===== config.mk =====
export PLATFORM = sky130hd
export DESIGN_NAME = clkout_bank
export DESIGN_NICKNAME = d
export VERILOG_FILES = /design/src/rtl/clkout_pkg.sv /design/src/rtl/clkout_prediv.sv /design/src/rtl/clkout_postdiv.sv /design/src/rtl/clkout_channel.sv /design/src/rtl/clkout_bank.sv
export SDC_FILE = /design/constraint.sdc
export NUM_CORES = 1
export LEC_CHECK = 0
export BUFFER_PORTS_ARGS = -buffer_cell sky130_fd_sc_hd__buf_2
export CORE_ASPECT_RATIO = 0.75
export CORE_MARGIN = 1.5
export CORE_UTILIZATION = 35
export CTS_CLUSTER_DIAMETER = 40
export DETAILED_ROUTE_END_ITERATION = 12
export HOLD_SLACK_MARGIN = 0.02
export SLEW_MARGIN = 10
export SYNTH_ARGS = -nofsm -noshare
export SYNTH_HDL_FRONTEND = slang
export SYNTH_SLANG_ARGS = --single-unit

===== constraint.sdc =====
create_clock -name clk -period 9.9 [get_ports clk]
set_input_delay 0.495 -clock clk [delete_from_list [all_inputs] [get_ports clk]]
set_output_delay 0.495 -clock clk [all_outputs]
set_load 0.01 [all_outputs]

===== src/rtl/clkout_pkg.sv =====
package clkout_pkg;

  // Control register layout; the field positions are decoded by the channel.
  typedef struct packed {
    logic [2:0] pre_sel;   // 7:5 fast-source pre-divider code
    logic       src_fast;  // 4   1 = fast source, 0 = 32768 Hz source
    logic [2:0] post_exp;  // 3:1 post-divider exponent
    logic       en;        // 0   output enable
  } ctrl_t;

  localparam int unsigned CTRL_W = $bits(ctrl_t);

  // Pre-divider ratio: powers of two except the top code.
  function automatic int unsigned pre_ratio(input logic [2:0] code,
                                            input int unsigned top_ratio);
    if (code == 3'd7) return top_ratio;
    return 32'd1 << code;
  endfunction

  // Post-divider ratio: 2 raised to the exponent.
  function automatic int unsigned post_ratio(input logic [2:0] expo);
    return 32'd1 << expo;
  endfunction

endpackage


===== src/rtl/clkout_prediv.sv =====
module clkout_prediv
  import clkout_pkg::*;
#(
  parameter int unsigned TOP_RATIO = 122,
  localparam int unsigned MAX_RATIO = (TOP_RATIO > 64) ? TOP_RATIO : 64,
  localparam int unsigned CNT_W = $clog2(MAX_RATIO)
) (
  input  logic       clk,
  input  logic       rst_n,
  input  logic       clr,
  input  logic       src_tick,
  input  logic [2:0] code,
  output logic       pre_tick
);

  logic [CNT_W-1:0] cnt_q;
  logic [CNT_W-1:0] limit;
  logic             at_limit;

  always_comb limit = CNT_W'(pre_ratio(code, TOP_RATIO) - 1);
  assign at_limit = (cnt_q == limit);
  assign pre_tick = src_tick && at_limit;

  always_ff @(posedge clk or negedge rst_n) begin
    if (!rst_n)        cnt_q <= '0;
    else if (clr)      cnt_q <= '0;
    else if (src_tick) cnt_q <= at_limit ? '0 : cnt_q + 1'b1;
  end

  // the count never passes the ratio chosen by the active code
  a_r6_pre_in_range: assert property (@(posedge clk) disable iff (!rst_n)
    cnt_q <= limit);

  // a clear always leaves the counter at zero
  a_r9_pre_restart: assert property (@(posedge clk) disable iff (!rst_n)
    clr |=> (cnt_q == '0));

endmodule


===== src/rtl/clkout_postdiv.sv =====
module clkout_postdiv
  import clkout_pkg::*;
#(
  parameter int unsigned EXP_W = 3,
  localparam int unsigned CNT_W = (1 << EXP_W) - 1
) (
  input  logic             clk,
  input  logic             rst_n,
  input  logic             clr,
  input  logic             in_tick,
  input  logic [EXP_W-1:0] expo,
  output logic             out_tick
);

  logic [CNT_W-1:0] cnt_q;
  logic [CNT_W-1:0] limit;
  logic             at_limit;

  always_comb limit = CNT_W'(post_ratio(3'(expo)) - 1);
  assign at_limit = (cnt_q == limit);
  assign out_tick = in_tick && at_limit;

  always_ff @(posedge clk or negedge rst_n) begin
    if (!rst_n)       cnt_q <= '0;
    else if (clr)     cnt_q <= '0;
    else if (in_tick) cnt_q <= at_limit ? '0 : cnt_q + 1'b1;
  end

  // the count stays below 2^E
  a_r5_post_in_range: assert property (@(posedge clk) disable iff (!rst_n)
    cnt_q <= limit);

endmodule


===== src/rtl/clkout_channel.sv =====
module clkout_channel
  import clkout_pkg::*;
#(
  parameter int unsigned TOP_RATIO = 122
) (
  input  logic              clk,
  input  logic              rst_n,
  input  logic              wr_hit,
  input  logic [CTRL_W-1:0] wr_data,
  input  logic              slow_tick,
  input  logic              fast_tick,
  output logic              clk_out
);

  ctrl_t shadow_q;   // last value written by the host
  ctrl_t active_q;   // setting the dividers run from
  ctrl_t next_cfg;
  logic  out_q;

  logic running, fast_src_tick, fast_pre_tick, stage_tick;
  logic flip, period_end, load;

  // A write in the load cycle is forwarded straight into the active setting.
  assign next_cfg = wr_hit ? ctrl_t'(wr_data) : shadow_q;

  assign running       = active_q.en;
  assign fast_src_tick = running && active_q.src_fast && fast_tick;

  clkout_prediv #(.TOP_RATIO(TOP_RATIO)) u_pre (
    .clk      (clk),
    .rst_n    (rst_n),
    .clr      (load),
    .src_tick (fast_src_tick),
    .code     (active_q.pre_sel),
    .pre_tick (fast_pre_tick)
  );

  // The slow source bypasses the pre-divider.
  assign stage_tick = running && (active_q.src_fast ? fast_pre_tick : slow_tick);

  clkout_postdiv #(.EXP_W(3)) u_post (
    .clk      (clk),
    .rst_n    (rst_n),
    .clr      (load),
    .in_tick  (stage_tick),
    .expo     (active_q.post_exp),
    .out_tick (flip)
  );

  assign period_end = flip && out_q;
  assign load       = !running || period_end;

  always_ff @(posedge clk or negedge rst_n) begin
    if (!rst_n) begin
      shadow_q <= '0;
      active_q <= '0;
      out_q    <= 1'b0;
    end else begin
      if (wr_hit) shadow_q <= ctrl_t'(wr_data);
      if (load)   active_q <= next_cfg;
      if (flip)   out_q    <= ~out_q;
    end
  end

  assign clk_out = out_q;

  // a disabled channel never drives high
  a_r3_low_when_off: assert property (@(posedge clk) disable iff (!rst_n)
    !active_q.en |-> !out_q);

  // the enable drops only together with a low output
  a_r8_stop_on_low: assert property (@(posedge clk) disable iff (!rst_n)
    $fell(active_q.en) |-> !out_q);

  // the active setting changes only while the output is low
  a_r9_swap_when_low: assert property (@(posedge clk) disable iff (!rst_n)
    (active_q != $past(active_q)) |-> !out_q);

  // each output change is caused by a divided tick
  a_r7_flip_on_tick: assert property (@(posedge clk) disable iff (!rst_n)
    (out_q != $past(out_q)) |-> $past(stage_tick));

endmodule


===== src/rtl/clkout_bank.sv =====
module clkout_bank
  import clkout_pkg::*;
#(
  parameter int unsigned NUM_CH    = 3,
  parameter int unsigned ADDR_W    = 4,
  parameter int unsigned BASE_ADDR = 4,
  parameter int unsigned TOP_RATIO = 122
) (
  input  logic              clk,
  input  logic              rst_n,
  input  logic              slow_tick,
  input  logic              fast_tick,
  input  logic              wr_en,
  input  logic [ADDR_W-1:0] wr_addr,
  input  logic [7:0]        wr_data,
  output logic [NUM_CH-1:0] clk_out
);

  localparam logic [ADDR_W:0] LO_ADDR = (ADDR_W+1)'(BASE_ADDR);
  localparam logic [ADDR_W:0] HI_ADDR = (ADDR_W+1)'(BASE_ADDR + NUM_CH - 1);

  logic [NUM_CH-1:0] hit;

  for (genvar i = 0; i < NUM_CH; i++) begin : g_ch
    assign hit[i] = wr_en && (wr_addr == ADDR_W'(BASE_ADDR + i));

    clkout_channel #(.TOP_RATIO(TOP_RATIO)) u_ch (
      .clk       (clk),
      .rst_n     (rst_n),
      .wr_hit    (hit[i]),
      .wr_data   (wr_data),
      .slow_tick (slow_tick),
      .fast_tick (fast_tick),
      .clk_out   (clk_out[i])
    );
  end

  // at most one channel takes a write
  a_r2_single_hit: assert property (@(posedge clk) disable iff (!rst_n)
    $onehot0(hit));

  // addresses outside the window select nothing
  a_r2_outside_ignored: assert property (@(posedge clk) disable iff (!rst_n)
    (wr_en && (({1'b0, wr_addr} < LO_ADDR) || ({1'b0, wr_addr} > HI_ADDR)))
      |-> (hit == '0));

endmodule


==> metrics.cfg <==
[status]
outcome=complete, no violations

[clocking]
cts_buffer_depth=2
cts_root_buf=clkbuf_16
clk_pin_slew_worst_paths_ns=0.06
htreeDepth=3
cts_buffers=9
cts_resized=0
cts_setup_buffers=0
clkLatencyLatePin_ns=0.34
clock_sinks=93
tritoncts=done

[cells_and_area]
num_antenna_cells=0
areaGrowthSynthToFinish_pct=8.634
final_nets=608
nFillCells=1485
drive_gt1_share_pct=15.27

[timing]
hold_viol_final=0
tns_ns=0
rsz0062_at_grt=false
period_needed_ns=4.211
fin_skew_ns=0.01086
fin_hold_ws_ns=0.4469
period_share_pct=42.54
drv_slew=0
slew_headroom_pct=32.18
setup_violations=0
worst_slew_pin_slew_ns=1.017
fmax_ghz=0.2375

[routing]
drc=0
wl_um=11730
vias=4265
dr.first_iter.drc_count=212
ant_nets=0
dr.pass1.iters=4
avgRoutedWirePerCell_um=14.89
routed_via_density=5.412

[pwr]
vdd_drop_max_uv=104.2
power_leakage_nw=2.452
total_power_mw=1.778
power_density_mw_per_mm2=291.1

[worst_setup_path]
start_kind=flop
r2r_cells=10
cp_data_arrival_time_ns=4.44
timing.rr.start=g_ch[0].u_ch.active_q[6]$_DFFE_PN0P_
r2r_end=g_ch[0].u_ch.active_q[7]$_DFFE_PN0P_
cp-end-kind=flop
ff2ff_setup_slack_ns=5.69
crit_type=flop to flop
critPathMaxFanout=13
cp.required_ns=10.13

[yosys]
syn_area_mm2=0.005623
async_reset_ff_share_pct=100.0
synth_fp_nets=611
synthFlopType=dfrtp_1
synth_area_leaders=dfrtp_1 41%, mux2_2 8.0%, xnor2_1 4.0%
synth_seq_cells=93
synth_most_common_cell=dfrtp_1
yosysWarnings=0
ys_top_cells_by_count=93 x dfrtp_1, 42 x nand2_1, 41 x nor2_1, 40 x mux2_2, 26 x xnor2_1
synth_top_area_cell=dfrtp_1
synth.distinct_cells=67
synth_edf_count=0
synthCells=582
synth_area_per_cell_um2=9.661
yosysSeqAreaShare_pct=41.39
synth.top_cell.area_share_pct=41.39

[die]
die_h_um=112.8
core-area_mm2=0.01547
ios=20
die_area_mm2=0.01684
die_w_um=149.4
num_rows=39
start_util_pct=36.35

[global_routing]
grt_pass1_wl_um=19780
grt_overflow=0
grt_usage_pct=14.60
grt_pass1_vias=4021
antenna_found_initial=0
grt_max_degree=81

[placement]
dp_hpwl_um=8508
place.gp.congestion=0.8874
port_buffers=19

[min_path]
min_path_cells=2
holdCritPathClass=input port to flop
holdPathEnd=g_ch[1].u_ch.shadow_q[1]$_DFF_PN0_
hp-start=wr_data[1]

[flow_run]
maxCapViolations=0

cell families after synthesis:
| family | count (synthesis) | share of synthesized area [%] |
|---|---|---|
| AND/OR/NAND/NOR | 205 | 19.58 |
| adder cells (fa/ha/maj) | 12 | 2.670 |
| AO/OA/AOI/OAI | 125 | 15.58 |
| XOR/XNOR | 42 | 6.542 |
| multiplexers | 52 | 10.28 |
| flip-flops | 93 | 41.39 |
| buffers and inverters | 53 | 3.961 |
routing by layer:
| layer | vias up | track usage (%) | wire length (um) |
|---|---|---|---|
| met5 | - | 0 | 0 |
| met2 | 76 | 22.09 | 5185 |
| met1 | 2086 | 20.94 | 5975 |
| met4 | 0 | 3.828 | 147 |
| li1 | 2089 | - | - |
| met3 | 14 | 3.387 | 422 |
worst max-delay path by stage:
| stage | startpoint | to | depth (start not counted) |
|---|---|---|---|
| after floorplan | g_ch[0].u_ch.active_q[2]$_DFFE_PN0P_ | g_ch[0].u_ch.active_q[1]$_DFFE_PN0P_ | 11 |
| after global placement | g_ch[0].u_ch.active_q[7]$_DFFE_PN0P_ | g_ch[0].u_ch.active_q[7]$_DFFE_PN0P_ | 9 |
| after detailed placement | g_ch[0].u_ch.active_q[6]$_DFFE_PN0P_ | g_ch[0].u_ch.active_q[7]$_DFFE_PN0P_ | 10 |
| after CTS | g_ch[0].u_ch.active_q[6]$_DFFE_PN0P_ | g_ch[0].u_ch.active_q[7]$_DFFE_PN0P_ | 10 |
| after global routing | g_ch[0].u_ch.active_q[6]$_DFFE_PN0P_ | g_ch[0].u_ch.active_q[7]$_DFFE_PN0P_ | 10 |
| final | g_ch[0].u_ch.active_q[6]$_DFFE_PN0P_ | g_ch[0].u_ch.active_q[7]$_DFFE_PN0P_ | 10 |
sequential cells by signal, summed over array words and instances (netlist names):
name	cells
g_ch.u_ch.shadow_q	24
g_ch.u_ch.active_q	21
g_ch.u_ch.u_post.cnt_q	21
g_ch.u_ch.u_pre.cnt_q	21
g_ch.u_ch.clk_out	3
g_ch.u_ch.running	3
per-stage QoR:
stage          std cells  cell area [um^2]  utilization (%)  setup slack, ns
2_1_floorplan        582              5623                -            6.680
3_3_place_gp         772              5833            37.71            5.923
3_5_place_dp         772              5833            37.71            5.701
6_report             788              6108            39.49            5.689
5_1_grt              788              6108            39.49            5.422
4_1_cts              788              6108            39.49            5.669
timing repair:
item,4_1_cts,5_1_grt
endpoints found under the setup margin,0,0
hold endpoints to repair,13,0
hold buffers,1,0
where the power goes:
part / internal, mW / switching, mW
clock network: 0.169 / 0.146
logic: 0.379 / 0.407
registers: 0.493 / 0.185
layout make-up:
class	count	area, um^2	area share, %
Multi-Input combinational cell	436	3073	50.31
Sequential cell	93	2327	38.10
Tap cell	205	256.5	4.199
Clock buffer	10	229.0	3.748
Timing Repair Buffer	22	122.6	2.007
Inverter	17	63.81	1.045
Clock inverter	5	36.28	0.5940
critical path, cell delays in order (launching register included):
cell and delay [ns]:
dfrtp_1 0.48, and2_1 0.23, o21ai_0 0.18, ha_1 0.40
xnor2_1 0.14, or4_1 0.41, a31o_1 0.25, a211oi_2 0.30
a32oi_1 0.39, o31ai_2 0.90, mux2_2 0.41
cells in the final DEF, fill, tap and decap left out, drive strengths merged, types with 9 or more instances in the layout:
cell	n
o21ai	27
or3	12
nor2	41
nand2	42
o22ai	9
nand3	24
nand2b	13
clkbuf	10
and2	9
ha	12
xor2	16
nor3	11
xnor2	26
buf	21
a31oi	11
dfrtp	93
mux2	46
a21oi	23
inv	18
Power figures use the tool's default switching activity.
